`config.mk`:
```
export PLATFORM = sky130hd
export DESIGN_NAME = uart_mmio
export DESIGN_NICKNAME = d
export VERILOG_FILES = /design/src/rtl/uart_mmio_pkg.sv /design/src/rtl/uart_fifo.sv /design/src/rtl/uart_baud.sv /design/src/rtl/uart_tx.sv /design/src/rtl/uart_rx.sv /design/src/rtl/uart_mmio.sv
export SDC_FILE = /design/constraint.sdc
export NUM_CORES = 1
export LEC_CHECK = 0
export BUFFER_PORTS_ARGS = -buffer_cell sky130_fd_sc_hd__buf_4
export CAP_MARGIN = 20
export CORE_UTILIZATION = 57
export DETAILED_ROUTE_END_ITERATION = 12
export PLACE_DENSITY = 0.76
export SLEW_MARGIN = 10
export SYNTH_ARGS = -nofsm -noshare
export SYNTH_HDL_FRONTEND = slang
export SYNTH_SLANG_ARGS = --single-unit
```
`constraint.sdc`:
```
create_clock -name clk_i -period 2.95 [get_ports clk_i]
set_input_delay 0.1475 -clock clk_i [delete_from_list [all_inputs] [get_ports clk_i]]
set_output_delay 0.1475 -clock clk_i [all_outputs]
set_load 0.01 [all_outputs]
```
`src/rtl/uart_mmio_pkg.sv`:
```
package uart_mmio_pkg;
  localparam int REG_AW  = 3;
  localparam int CHAR_W  = 8;
  localparam int STAT_B  = 31;
  localparam int WM_B    = 1;

  typedef enum logic [REG_AW-1:0] {
    A_TXDATA = 3'd0,
    A_RXDATA = 3'd1,
    A_TXCTRL = 3'd2,
    A_RXCTRL = 3'd3,
    A_IE     = 3'd4,
    A_IP     = 3'd5,
    A_DIV    = 3'd6,
    A_NONE   = 3'd7
  } reg_addr_e;
endpackage

```
`src/rtl/uart_fifo.sv`:
```
module uart_fifo #(
  parameter int W     = 8,
  parameter int DEPTH = 8
) (
  input  logic         clk_i,
  input  logic         rst_ni,
  input  logic         push_i,
  input  logic [W-1:0] wdata_i,
  input  logic         pop_i,
  output logic [W-1:0] rdata_o,
  output logic         full_o,
  output logic         empty_o
);
  localparam int AW = (DEPTH > 1) ? $clog2(DEPTH) : 1;
  localparam int CW = $clog2(DEPTH + 1);

  logic [W-1:0]  mem_q [DEPTH];
  logic [AW-1:0] wptr_q, rptr_q;
  logic [CW-1:0] cnt_q;
  logic          do_push, do_pop;

  assign full_o  = (cnt_q == CW'(DEPTH));
  assign empty_o = (cnt_q == '0);
  assign do_push = push_i && !full_o;
  assign do_pop  = pop_i && !empty_o;
  assign rdata_o = mem_q[rptr_q];

  function automatic logic [AW-1:0] nxt(input logic [AW-1:0] p);
    return (p == AW'(DEPTH - 1)) ? '0 : p + 1'b1;
  endfunction

  always_ff @(posedge clk_i or negedge rst_ni) begin
    if (!rst_ni) begin
      wptr_q <= '0;
      rptr_q <= '0;
      cnt_q  <= '0;
    end else begin
      if (do_push) wptr_q <= nxt(wptr_q);
      if (do_pop)  rptr_q <= nxt(rptr_q);
      case ({do_push, do_pop})
        2'b10:   cnt_q <= cnt_q + 1'b1;
        2'b01:   cnt_q <= cnt_q - 1'b1;
        default: cnt_q <= cnt_q;
      endcase
    end
  end

  always_ff @(posedge clk_i) begin
    if (do_push) mem_q[wptr_q] <= wdata_i;
  end

  p_count_bound_r11: assert property (@(posedge clk_i) disable iff (!rst_ni)
    cnt_q <= CW'(DEPTH));
  p_full_drop_r2: assert property (@(posedge clk_i) disable iff (!rst_ni)
    (push_i && full_o && !pop_i) |=> (cnt_q == $past(cnt_q)));
  p_empty_pop_r3: assert property (@(posedge clk_i) disable iff (!rst_ni)
    (pop_i && empty_o && !push_i) |=> $stable(rptr_q) && empty_o);
endmodule

```
`src/rtl/uart_baud.sv`:
```
module uart_baud #(
  parameter int DIV_W = 16
) (
  input  logic             clk_i,
  input  logic             rst_ni,
  input  logic             clear_i,
  input  logic [DIV_W-1:0] div_i,
  output logic             tick_o
);
  logic [DIV_W-1:0] cnt_q;

  // >= keeps the period bounded if the divisor shrinks mid-count
  assign tick_o = !clear_i && (cnt_q >= div_i);

  always_ff @(posedge clk_i or negedge rst_ni) begin
    if (!rst_ni)                 cnt_q <= '0;
    else if (clear_i || tick_o)  cnt_q <= '0;
    else                         cnt_q <= cnt_q + 1'b1;
  end

  p_cnt_restart_r8: assert property (@(posedge clk_i) disable iff (!rst_ni)
    (tick_o || clear_i) |=> (cnt_q == '0));
endmodule

```
`src/rtl/uart_tx.sv`:
```
module uart_tx
  import uart_mmio_pkg::*;
(
  input  logic              clk_i,
  input  logic              rst_ni,
  input  logic              en_i,
  input  logic              tick_i,
  input  logic              q_empty_i,
  input  logic [CHAR_W-1:0] q_data_i,
  output logic              q_pop_o,
  output logic              busy_o,
  output logic              txd_o
);
  typedef enum logic [1:0] {TX_IDLE, TX_START, TX_DATA, TX_STOP} tx_st_e;

  tx_st_e            st_q;
  logic [CHAR_W-1:0] sh_q;
  logic [2:0]        idx_q;
  logic              txd_q;

  assign q_pop_o = (st_q == TX_IDLE) && en_i && !q_empty_i;
  assign busy_o  = (st_q != TX_IDLE);
  assign txd_o   = txd_q;

  always_ff @(posedge clk_i or negedge rst_ni) begin
    if (!rst_ni) begin
      st_q  <= TX_IDLE;
      sh_q  <= '0;
      idx_q <= '0;
      txd_q <= 1'b1;
    end else begin
      case (st_q)
        TX_IDLE: begin
          txd_q <= 1'b1;
          if (q_pop_o) begin
            sh_q  <= q_data_i;
            txd_q <= 1'b0;
            st_q  <= TX_START;
          end
        end
        TX_START: if (tick_i) begin
          txd_q <= sh_q[0];
          sh_q  <= sh_q >> 1;
          idx_q <= '0;
          st_q  <= TX_DATA;
        end
        TX_DATA: if (tick_i) begin
          if (idx_q == 3'd7) begin
            txd_q <= 1'b1;
            st_q  <= TX_STOP;
          end else begin
            txd_q <= sh_q[0];
            sh_q  <= sh_q >> 1;
            idx_q <= idx_q + 1'b1;
          end
        end
        TX_STOP: if (tick_i) st_q <= TX_IDLE;
        default: st_q <= TX_IDLE;
      endcase
    end
  end

  p_idle_high_r9: assert property (@(posedge clk_i) disable iff (!rst_ni)
    (st_q == TX_IDLE) |-> txd_o);
  p_start_low_r9: assert property (@(posedge clk_i) disable iff (!rst_ni)
    (st_q == TX_START) |-> !txd_o);
  p_hold_disabled_r4: assert property (@(posedge clk_i) disable iff (!rst_ni)
    (st_q == TX_IDLE && !en_i) |=> (st_q == TX_IDLE));
endmodule

```
`src/rtl/uart_rx.sv`:
```
module uart_rx
  import uart_mmio_pkg::*;
#(
  parameter int DIV_W = 16
) (
  input  logic              clk_i,
  input  logic              rst_ni,
  input  logic              en_i,
  input  logic [DIV_W-1:0]  div_i,
  input  logic              rxd_i,
  output logic              push_o,
  output logic [CHAR_W-1:0] data_o
);
  typedef enum logic [2:0] {RX_IDLE, RX_START, RX_DATA, RX_STOP, RX_BREAK} rx_st_e;

  rx_st_e            st_q;
  logic [1:0]        sync_q;
  logic              line;
  logic [DIV_W-1:0]  cnt_q, half;
  logic [2:0]        idx_q;
  logic [CHAR_W-1:0] sh_q;

  assign line   = sync_q[1];
  assign half   = div_i >> 1;
  assign push_o = (st_q == RX_STOP) && (cnt_q == '0) && line;
  assign data_o = sh_q;

  always_ff @(posedge clk_i or negedge rst_ni) begin
    if (!rst_ni) sync_q <= 2'b11;
    else         sync_q <= {sync_q[0], rxd_i};
  end

  always_ff @(posedge clk_i or negedge rst_ni) begin
    if (!rst_ni) begin
      st_q  <= RX_IDLE;
      cnt_q <= '0;
      idx_q <= '0;
      sh_q  <= '0;
    end else if (!en_i) begin
      st_q <= RX_IDLE;
    end else begin
      case (st_q)
        RX_IDLE: if (!line) begin
          idx_q <= '0;
          if (half == '0) begin
            cnt_q <= div_i;
            st_q  <= RX_DATA;
          end else begin
            cnt_q <= half - 1'b1;
            st_q  <= RX_START;
          end
        end
        RX_START: begin
          if (cnt_q != '0) cnt_q <= cnt_q - 1'b1;
          else if (line)   st_q  <= RX_IDLE;   // glitch, not a start bit
          else begin
            cnt_q <= div_i;
            st_q  <= RX_DATA;
          end
        end
        RX_DATA: begin
          if (cnt_q != '0) cnt_q <= cnt_q - 1'b1;
          else begin
            sh_q  <= {line, sh_q[CHAR_W-1:1]};
            cnt_q <= div_i;
            if (idx_q == 3'd7) st_q <= RX_STOP;
            else               idx_q <= idx_q + 1'b1;
          end
        end
        RX_STOP: begin
          if (cnt_q != '0) cnt_q <= cnt_q - 1'b1;
          else             st_q  <= line ? RX_IDLE : RX_BREAK;
        end
        RX_BREAK: if (line) st_q <= RX_IDLE;
        default: st_q <= RX_IDLE;
      endcase
    end
  end

  p_disabled_idle_r5: assert property (@(posedge clk_i) disable iff (!rst_ni)
    !en_i |=> (st_q == RX_IDLE) && !push_o);
  p_break_wait_r10: assert property (@(posedge clk_i) disable iff (!rst_ni)
    (st_q == RX_BREAK && en_i && !line) |=> (st_q == RX_BREAK));
endmodule

```
`src/rtl/uart_mmio.sv`:
```
module uart_mmio
  import uart_mmio_pkg::*;
#(
  parameter int                   FIFO_DEPTH = 8,
  parameter int                   DIV_W      = 16,
  parameter logic [DIV_W-1:0]     DIV_RST    = 16'd4
) (
  input  logic        clk_i,
  input  logic        rst_ni,
  input  logic        req_i,
  input  logic        we_i,
  input  logic [2:0]  addr_i,
  input  logic [31:0] wdata_i,
  output logic [31:0] rdata_o,
  input  logic        rxd_i,
  output logic        txd_o,
  output logic        irq_o
);
  logic             tx_en_q, rx_en_q;
  logic [1:0]       ie_q;
  logic [DIV_W-1:0] div_q;
  logic [1:0]       ip;

  logic              tx_push, tx_pop, tx_full, tx_empty, tx_busy, tick;
  logic [CHAR_W-1:0] tx_head;
  logic              rx_push, rx_pop, rx_full, rx_empty;
  logic [CHAR_W-1:0] rx_head, rx_char;
  logic              wr, rd;
  reg_addr_e         ra;

  assign ra      = reg_addr_e'(addr_i);
  assign wr      = req_i && we_i;
  assign rd      = req_i && !we_i;
  assign tx_push = wr && (ra == A_TXDATA);
  assign rx_pop  = rd && (ra == A_RXDATA);

  assign ip      = {!rx_empty, 1'b0};
  assign irq_o   = |(ip & ie_q);

  logic unused_w;
  assign unused_w = ^{rx_full, wdata_i[31:DIV_W]};

  always_ff @(posedge clk_i or negedge rst_ni) begin
    if (!rst_ni) begin
      tx_en_q <= 1'b0;
      rx_en_q <= 1'b0;
      ie_q    <= '0;
      div_q   <= DIV_RST;
    end else if (wr) begin
      case (ra)
        A_TXCTRL: tx_en_q <= wdata_i[0];
        A_RXCTRL: rx_en_q <= wdata_i[0];
        A_IE:     ie_q    <= wdata_i[1:0];
        A_DIV:    div_q   <= wdata_i[DIV_W-1:0];
        default: ;
      endcase
    end
  end

  always_comb begin
    rdata_o = '0;
    case (ra)
      A_TXDATA: rdata_o[STAT_B] = tx_full;
      A_RXDATA: begin
        if (rx_empty) rdata_o[STAT_B] = 1'b1;
        else          rdata_o[CHAR_W-1:0] = rx_head;
      end
      A_TXCTRL: rdata_o[0]   = tx_en_q;
      A_RXCTRL: rdata_o[0]   = rx_en_q;
      A_IE:     rdata_o[1:0] = ie_q;
      A_IP:     rdata_o[1:0] = ip;
      A_DIV:    rdata_o[DIV_W-1:0] = div_q;
      default: ;
    endcase
  end

  uart_fifo #(.W(CHAR_W), .DEPTH(FIFO_DEPTH)) u_txq (
    .clk_i, .rst_ni,
    .push_i(tx_push), .wdata_i(wdata_i[CHAR_W-1:0]),
    .pop_i(tx_pop), .rdata_o(tx_head),
    .full_o(tx_full), .empty_o(tx_empty)
  );

  uart_fifo #(.W(CHAR_W), .DEPTH(FIFO_DEPTH)) u_rxq (
    .clk_i, .rst_ni,
    .push_i(rx_push), .wdata_i(rx_char),
    .pop_i(rx_pop), .rdata_o(rx_head),
    .full_o(rx_full), .empty_o(rx_empty)
  );

  uart_baud #(.DIV_W(DIV_W)) u_baud (
    .clk_i, .rst_ni,
    .clear_i(!tx_busy), .div_i(div_q), .tick_o(tick)
  );

  uart_tx u_tx (
    .clk_i, .rst_ni,
    .en_i(tx_en_q), .tick_i(tick),
    .q_empty_i(tx_empty), .q_data_i(tx_head),
    .q_pop_o(tx_pop), .busy_o(tx_busy), .txd_o(txd_o)
  );

  uart_rx #(.DIV_W(DIV_W)) u_rx (
    .clk_i, .rst_ni,
    .en_i(rx_en_q), .div_i(div_q), .rxd_i(rxd_i),
    .push_o(rx_push), .data_o(rx_char)
  );

  p_irq_mask_r7: assert property (@(posedge clk_i) disable iff (!rst_ni)
    (ie_q == '0) |-> !irq_o);
  p_empty_flag_r3: assert property (@(posedge clk_i) disable iff (!rst_ni)
    (rx_pop && rx_empty) |-> (rdata_o == 32'h8000_0000));
  p_tx_full_flag_r2: assert property (@(posedge clk_i) disable iff (!rst_ni)
    (rd && ra == A_TXDATA) |-> (rdata_o[STAT_B] == tx_full));
endmodule

```
==> Word level (Yosys, flattened, before mapping) <==
Memories as Yosys holds them, arrays and structs flattened.
Cells that the tools add are included.
{ "totals": {"regBits": 102, "mem_bits_rw": 128, "input_bits": 40, "n_memories": 2} }
{ "op_classes": {"add_sub_neg": 13, "order_cmp": 1, "n_eq_ne": 42, "n_mux": 60, "bitwise": 2, "reduce_logical": 48} }
{ "memory_table": {"columns": ["name", "depth", "word_bits", "read_ports", "rd_ports_with_merged_regs", "write_ports", "line", "source"], "rows": [
  ["u_rxq.mem_q", 8, 8, 1, 0, 1, "uart_fifo.sv:17", "logic [W-1:0] mem_q [DEPTH];"],
  ["u_txq.mem_q", 8, 8, 1, 0, 1, "uart_fifo.sv:17", null]
]} }
{ "op_table": {"columns": ["cell", "count"], "rows": [
  ["$mux W16", 7],
  ["$pmux W16 S4", 1],
  ["$mux W3", 18],
  ["$mux W8", 6],
  ["$logic_not A16 Y1", 2],
  ["$eq A3 B3 Y1 const B", 10],
  ["$pmux W8 S3", 1],
  ["$reduce_and A5 Y1", 4],
  ["$add A3 B1 Y3 const B", 6],
  ["$ne A2 B2 Y1 const B", 9],
  ["$add A16 B1 Y16 const B", 1],
  ["$ge A16 B16 Y1", 1],
  ["$pmux W4 S2", 2],
  ["$reduce_bool A16 Y1", 1],
  ["$sub A15 B1 Y16 const B", 1],
  ["$sub A16 B1 Y16 const B", 1],
  ["$ne A3 B3 Y1 const B", 5],
  ["$pmux W3 S5", 1],
  ["$mux W2", 7],
  ["$logic_and A1 B1 Y1", 13],
  ["$eq A3 B2 Y1 const B", 4],
  ["$pmux W3 S2", 2],
  ["$pmux W6 S2", 1],
  ["$reduce_bool A2 Y1", 5],
  ["other kinds (28)", 57]
]} }

==> Longest topological paths before layout <==
{ "logic_depth": {"word_depth": 6, "depth_mapped": 12, "depth_no_buf": 12} }

==> Modules after synthesis <==
A second synthesis with hierarchy kept.
{ "hier_totals": {"cells_unflattened": 897, "hier_area_um2": 12029.0} }
{ "by_module_without_submodules": {"columns": ["mod", "n_inst", "cells_each", "area_per_inst_um2", "seq_area_each_um2"], "rows": [
  ["uart_fifo at u_txq", 1, 163, 3216.8, 2172.1],
  ["uart_fifo at u_rxq", 1, 161, 3179.3, 2172.1],
  ["uart_rx", 1, 271, 2379.8, 803.3],
  ["uart_mmio", 1, 104, 1201.2, 501.7],
  ["uart_baud", 1, 125, 1184.9, 400.4],
  ["uart_tx", 1, 73, 867.1, 351.6]
]} }

==> Least setup slack after synthesis <==
Ideal clock, no wire load.
{ "synth_path": {"kind": "flip-flop to flip-flop", "from": "reg u_rx.cnt_q[8]", "to": "mem u_rxq.mem_q[2][0], enable pin", "setup_time_ns": 0.383, "arrival_time_ns": 2.260, "slack_ns": 0.306, "stages_incl_launch_ff": 7, "synth_period_minus_slack_ns": 2.644, "path_cell_list": "dfrtp_1 or3_1 nor3_1 nand4_1 nand4b_4 or2_2 nor3_1"} }
{ "synth_via": {"elab_chain_cells": 6} }
{ "synth_rtl": {"columns": ["item", "line", "source"], "rows": [
  ["from (decl)", "uart_rx.sv:19", "logic [DIV_W-1:0] cnt_q, half;"],
  ["from (signal assigned)", "uart_rx.sv:46", "cnt_q <= div_i;"],
  ["from (signal assigned)", "uart_rx.sv:49", "cnt_q <= half - 1'b1;"],
  ["from (signal assigned)", "uart_rx.sv:54", "if (cnt_q != '0) cnt_q <= cnt_q - 1'b1;"],
  ["$logic_not A16 Y1", "uart_rx.sv:25", "assign push_o = (st_q == RX_STOP) && (cnt_q == '0) && line;"],
  ["$logic_and A1 B1 Y1 (2 in a row)", "uart_rx.sv:25", null],
  ["$logic_and A1 B1 Y1", "uart_fifo.sv:24", "assign do_push = push_i && !full_o;"],
  ["$mux W1", "uart_fifo.sv:49", "if (do_push) mem_q[wptr_q] <= wdata_i;"],
  ["$mux W1 (implied by the code)", "uart_fifo.sv:49", null],
  ["to (decl)", "uart_fifo.sv:17", null]
]} }
No other way between the ends.

==> Worst setup path in the final report <==
{ "layout_path": {"from": "reg u_rx.cnt_q[9]", "to": "reg u_rxq.cnt_q[3]"} }
{ "layout_via": {"elab_chain_cells": 6} }
{ "layout_rtl": {"columns": ["item", "line", "source"], "rows": [
  ["$logic_not A16 Y1 (*)", "uart_rx.sv:25", null],
  ["$logic_and A1 B1 Y1 (*) (2 in a row)", "uart_rx.sv:25", null],
  ["$logic_and A1 B1 Y1 (*)", "uart_fifo.sv:24", null],
  ["$eq A2 B1 Y1 / $eq A2 B2 Y1 (equally long branches)", "uart_fifo.sv:40", "case ({do_push, do_pop})"],
  ["$pmux W4 S2 / $reduce_bool A2 Y1 (equally long branches)", null, null],
  ["to (signal assigned)", "uart_fifo.sv:41", "2'b10: cnt_q <= cnt_q + 1'b1;"],
  ["to (signal assigned)", "uart_fifo.sv:42", "2'b01: cnt_q <= cnt_q - 1'b1;"],
  ["to (signal assigned)", "uart_fifo.sv:43", "default: cnt_q <= cnt_q;"],
  ["to (decl)", "uart_fifo.sv:19", "logic [CW-1:0] cnt_q;"]
]} }
Every way passes the cells marked *; elsewhere a longest branch is shown, timed or not.
A chain may end at the register's enable or synchronous reset.

==> flow_results.org <==
** Run status
- Run status :: finished clean

** Logic synthesis
- Synthesis warning total :: 0
- Async set-or-reset flop fraction in the synthesized netlist :: 44.35%
- Fraction of the yosys area taken by sequential cells :: 55.93%
- Counting flops with a built-in enable in the synthesized netlist gives 128.
- Syn_area_per_cell :: 12.60 um2
- In this run, synthesis produced a sequential element count of 230.
- Synthesis produced 908 cells.
- Primary flip-flop cell chosen by synthesis mapping :: sky130_fd_sc_hd__edfxtp_1
- The mapped netlist covers 11,440 um2.
- Distinct cells, synth :: 77

** Placement
- RD Place Congestion :: 0.8745
- Buffers added on ports :: 42
- At the placement stage, the worst setup path has a slack of 197.4 ps.
- Summed over all nets, the half-perimeter wirelength after detailed placement is 17.23 mm.

** Final layout
- Cells fill 67.50% of the core in the end.
- Layout fillers :: 1,417
- Diode count :: 0
- Commonest non-fill, non-tap cell in the layout :: sky130_fd_sc_hd__edfxtp_1
- Area growth syn-to-layout :: 15.54%
- The post-route netlist has 20.71% of its cells at a drive strength greater than 1.
- In the final design database the tool counted 1,086 nets.
- Most frequent cells in the layout :: sky130_fd_sc_hd__edfxtp_1, sky130_fd_sc_hd__dfrtp_1, sky130_fd_sc_hd__buf_4, sky130_fd_sc_hd__nand2_1, sky130_fd_sc_hd__nor2_1

** Drt
- Dividing the detail-routed wire length by the instance count gives 19.38 um.
- Vias/cell :: 5.870
- WL final :: 24.88 mm
- Total length of routed met3 wires :: 1.443 mm
- DR top layer :: met4
- In this run the remaining antenna-violating nets after routing total 0.
- Total via count after detailed routing :: 7,537
- Remaining design rule violation count :: 0
- Wire length the detailed router placed on met1 :: 10.39 mm
- Number of search-and-repair iterations in the first detailed-routing pass :: 5
- Met2 wire len :: 12.63 mm
- The first routing iteration left 529 violations.

** GRT
- After global routing the overflow that remains totals 0.
- The via count of the first global-routing pass is 7,328.
- Antenna violations before repair :: 0
- The first global-routing pass estimated 39.10 mm of wire.
- Largest net degree at the start of global routing :: 59
- GRT Util Overall :: 25.18%

** Setup path
- The critical path is of the flip-flop to flip-flop type.
- Data arrives at the worst endpoint at 3200 ps.
- STA classifies the critical path startpoint as a flip-flop.
- Crit Path Max Fanout :: 4
- The worst setup path is captured at a flip-flop.
- Data required, critical path :: 3350 ps

** Floorplanning
- Overall die height :: 143.7 um
- Width of the die :: 143.7 um
- Total die area :: 20,650 um2
- Area inside the core boundary :: 19,590 um2
- Boundary Pins :: 74
- Rows :: 51
- For this configuration, the core starts out at a cell density of 58.42%.

** STA
- For this run, the top clock speed supported by timing is 0.3566 GHz.
- The total count of hold-check failures in the final report was 0.
- For the final database, setup skew stands at 8.608 ps.
- Final setup vio count :: 0
- At the pin with the least slew margin, the transition time is 832.9 ps.
- Min Tclk post-route :: 2804 ps
- Summed over all failing endpoints, the final setup total negative slack is 0 ps.
- RSZ-0062 raised after global routing :: no
- Worst relative slew slack :: 44.47%
- Across all setup checks in the final design, the least slack found is 145.9 ps.
- The max-slew violation count came to 0.
- Dividing the final minimum period by the clock period gives 95.05%.

** Clocking
- Clock tree synthesis inserted a total of 25 buffers.
- Clk pin slew, worst setup/hold paths :: 60 ps
- Max H-tree Level :: 1
- Clock latency on the worst-skew pair, taken at its later pin, is 510 ps.
- The clock net in this run drives a total of 230 sinks.
- The tree is rooted in a sky130_fd_sc_hd__clkbuf_16.
- Maximum clock insertion buffer count :: 3
- Clock tree from TritonCTS :: built

** Worst hold path
- Worst min-delay path class :: input port to flip-flop

** Power
- The analysis attributes to cell leakage a power of 0.005309 uW.
- Worst IR drop on VDD :: 0.0007346 V
- For this design the ratio of total power to cell area is 808.5 nW/um2.

** Flow run
- Max-cap violations in this run came to 0.
worst paths after layout:
kind                       cells after the start           start  slack (ps)              to
min reg2reg                                    0  u_rx.sync_q[0]         360  u_rx.sync_q[1]
max reg2reg                                   11   u_rx.cnt_q[9]         150  u_rxq.cnt_q[3]
min in group asynchronous                      2          rst_ni         280  u_rx.cnt_q[11]
min                                            3            we_i          30         rx_en_q
max in group asynchronous                      3          rst_ni        1890      u_tx.txd_o
max                                           11   u_rx.cnt_q[9]         150  u_rxq.cnt_q[3]
cell type report:
class / instances / area [um2] / share of cell area (%)
clock inverters: 14 / 198.9 / 1.505
inverters: 42 / 157.7 / 1.192
clock buffers: 31 / 648.1 / 4.902
well taps: 265 / 331.6 / 2.508
multi-input cells: 602 / 4674 / 35.35
flip-flops and latches: 230 / 6401 / 48.41
repair buffers: 100 / 810.8 / 6.132
sequential cells by signal, indices dropped and copies added, names as in the netlist, 4 cells and up:
register	cells
u_rx.data_o	8
div_q	16
u_txq.cnt_q	4
u_rxq.cnt_q	4
u_tx.sh_q	8
u_txq.mem_q	64
u_baud.cnt_q	16
u_rxq.mem_q	64
u_rx.cnt_q	16
synthesized netlist by cell type (all sizes together) (4+ instances only):
master	instances	area, um2
o21ai	60	300.3
mux2	30	367.9
nor3b	5	37.54
edfxtp	128	3844
nand3	17	85.08
dfstp	4	105.1
mux4	32	720.7
xnor2	15	131.4
a21o	7	53.80
clkbuf	17	65.06
buf	31	204.0
ha	43	538.0
nor4	12	108.9
a221oi	6	90.09
o211ai	4	43.79
nor3	41	226.5
dfrtp	98	2452
o22ai	6	37.54
a21oi	21	105.1
nor4b	4	35.03
xor2	15	131.4
inv	42	157.7
a22o	8	70.07
a31oi	5	46.29
or3	7	43.79
or4	4	30.03
nand2	73	274.0
nand2b	18	115.1
o2bb2ai	6	52.55
nand4	16	118.9
nor2	69	259.0
mux2i	19	190.2
report_power, final:
part / internal (uW) / switching [uW] / total (uW)
clock: 1990 / 1240 / 3230
combinational: 1530 / 1580 / 3110
sequential: 3770 / 572 / 4340
timing repair:
action,in CTS,in global routing
hold buffers,19,0
endpoints found under the hold margin,138,0
gates resized for setup,0,0
setup buffers,0,0
layer usage:
metal  track usage [%]  vias to the layer above
met5                 0                        -
met4             4.983                        0
met3             3.732                       35
met2             44.97                      216
met1             32.71                     3747
li1                  -                     3539
critical path, stage by stage, from the launching register on:
cell	delay (ps)
sky130_fd_sc_hd__dfrtp_1	400
sky130_fd_sc_hd__or3_1	410
sky130_fd_sc_hd__nor3_1	240
sky130_fd_sc_hd__nand4_1	230
sky130_fd_sc_hd__nand4b_4	230
sky130_fd_sc_hd__ha_1	240
sky130_fd_sc_hd__ha_1	280
sky130_fd_sc_hd__a21o_1	170
sky130_fd_sc_hd__a21oi_1	160
sky130_fd_sc_hd__xnor2_1	130
sky130_fd_sc_hd__nor2_1	60
sky130_fd_sc_hd__xor2_1	140
cells by family after synthesis:
family	synth area share, %
buf+inv	3.728
mux	11.17
compound gates	8.779
simple gates	12.91
flops	55.93
xor+xnor	2.296
fa+ha+maj	5.149
other cells	0.03277
metrics by stage:
step | area, um2 | hold slack [ps] | total power, uW | cells
after global placement | 12190 | 256.6 | 7401 | 1220
after CTS | 13220 | 14.23 | 10760 | 1284
after detailed placement | 12190 | 257.3 | 7503 | 1220
final | 13220 | 34.73 | 10690 | 1284
after global routing | 13220 | 42.35 | 11270 | 1284
after floorplan | 11500 | -148.1 | 6664 | 922
Power figures use the tool's default switching activity.
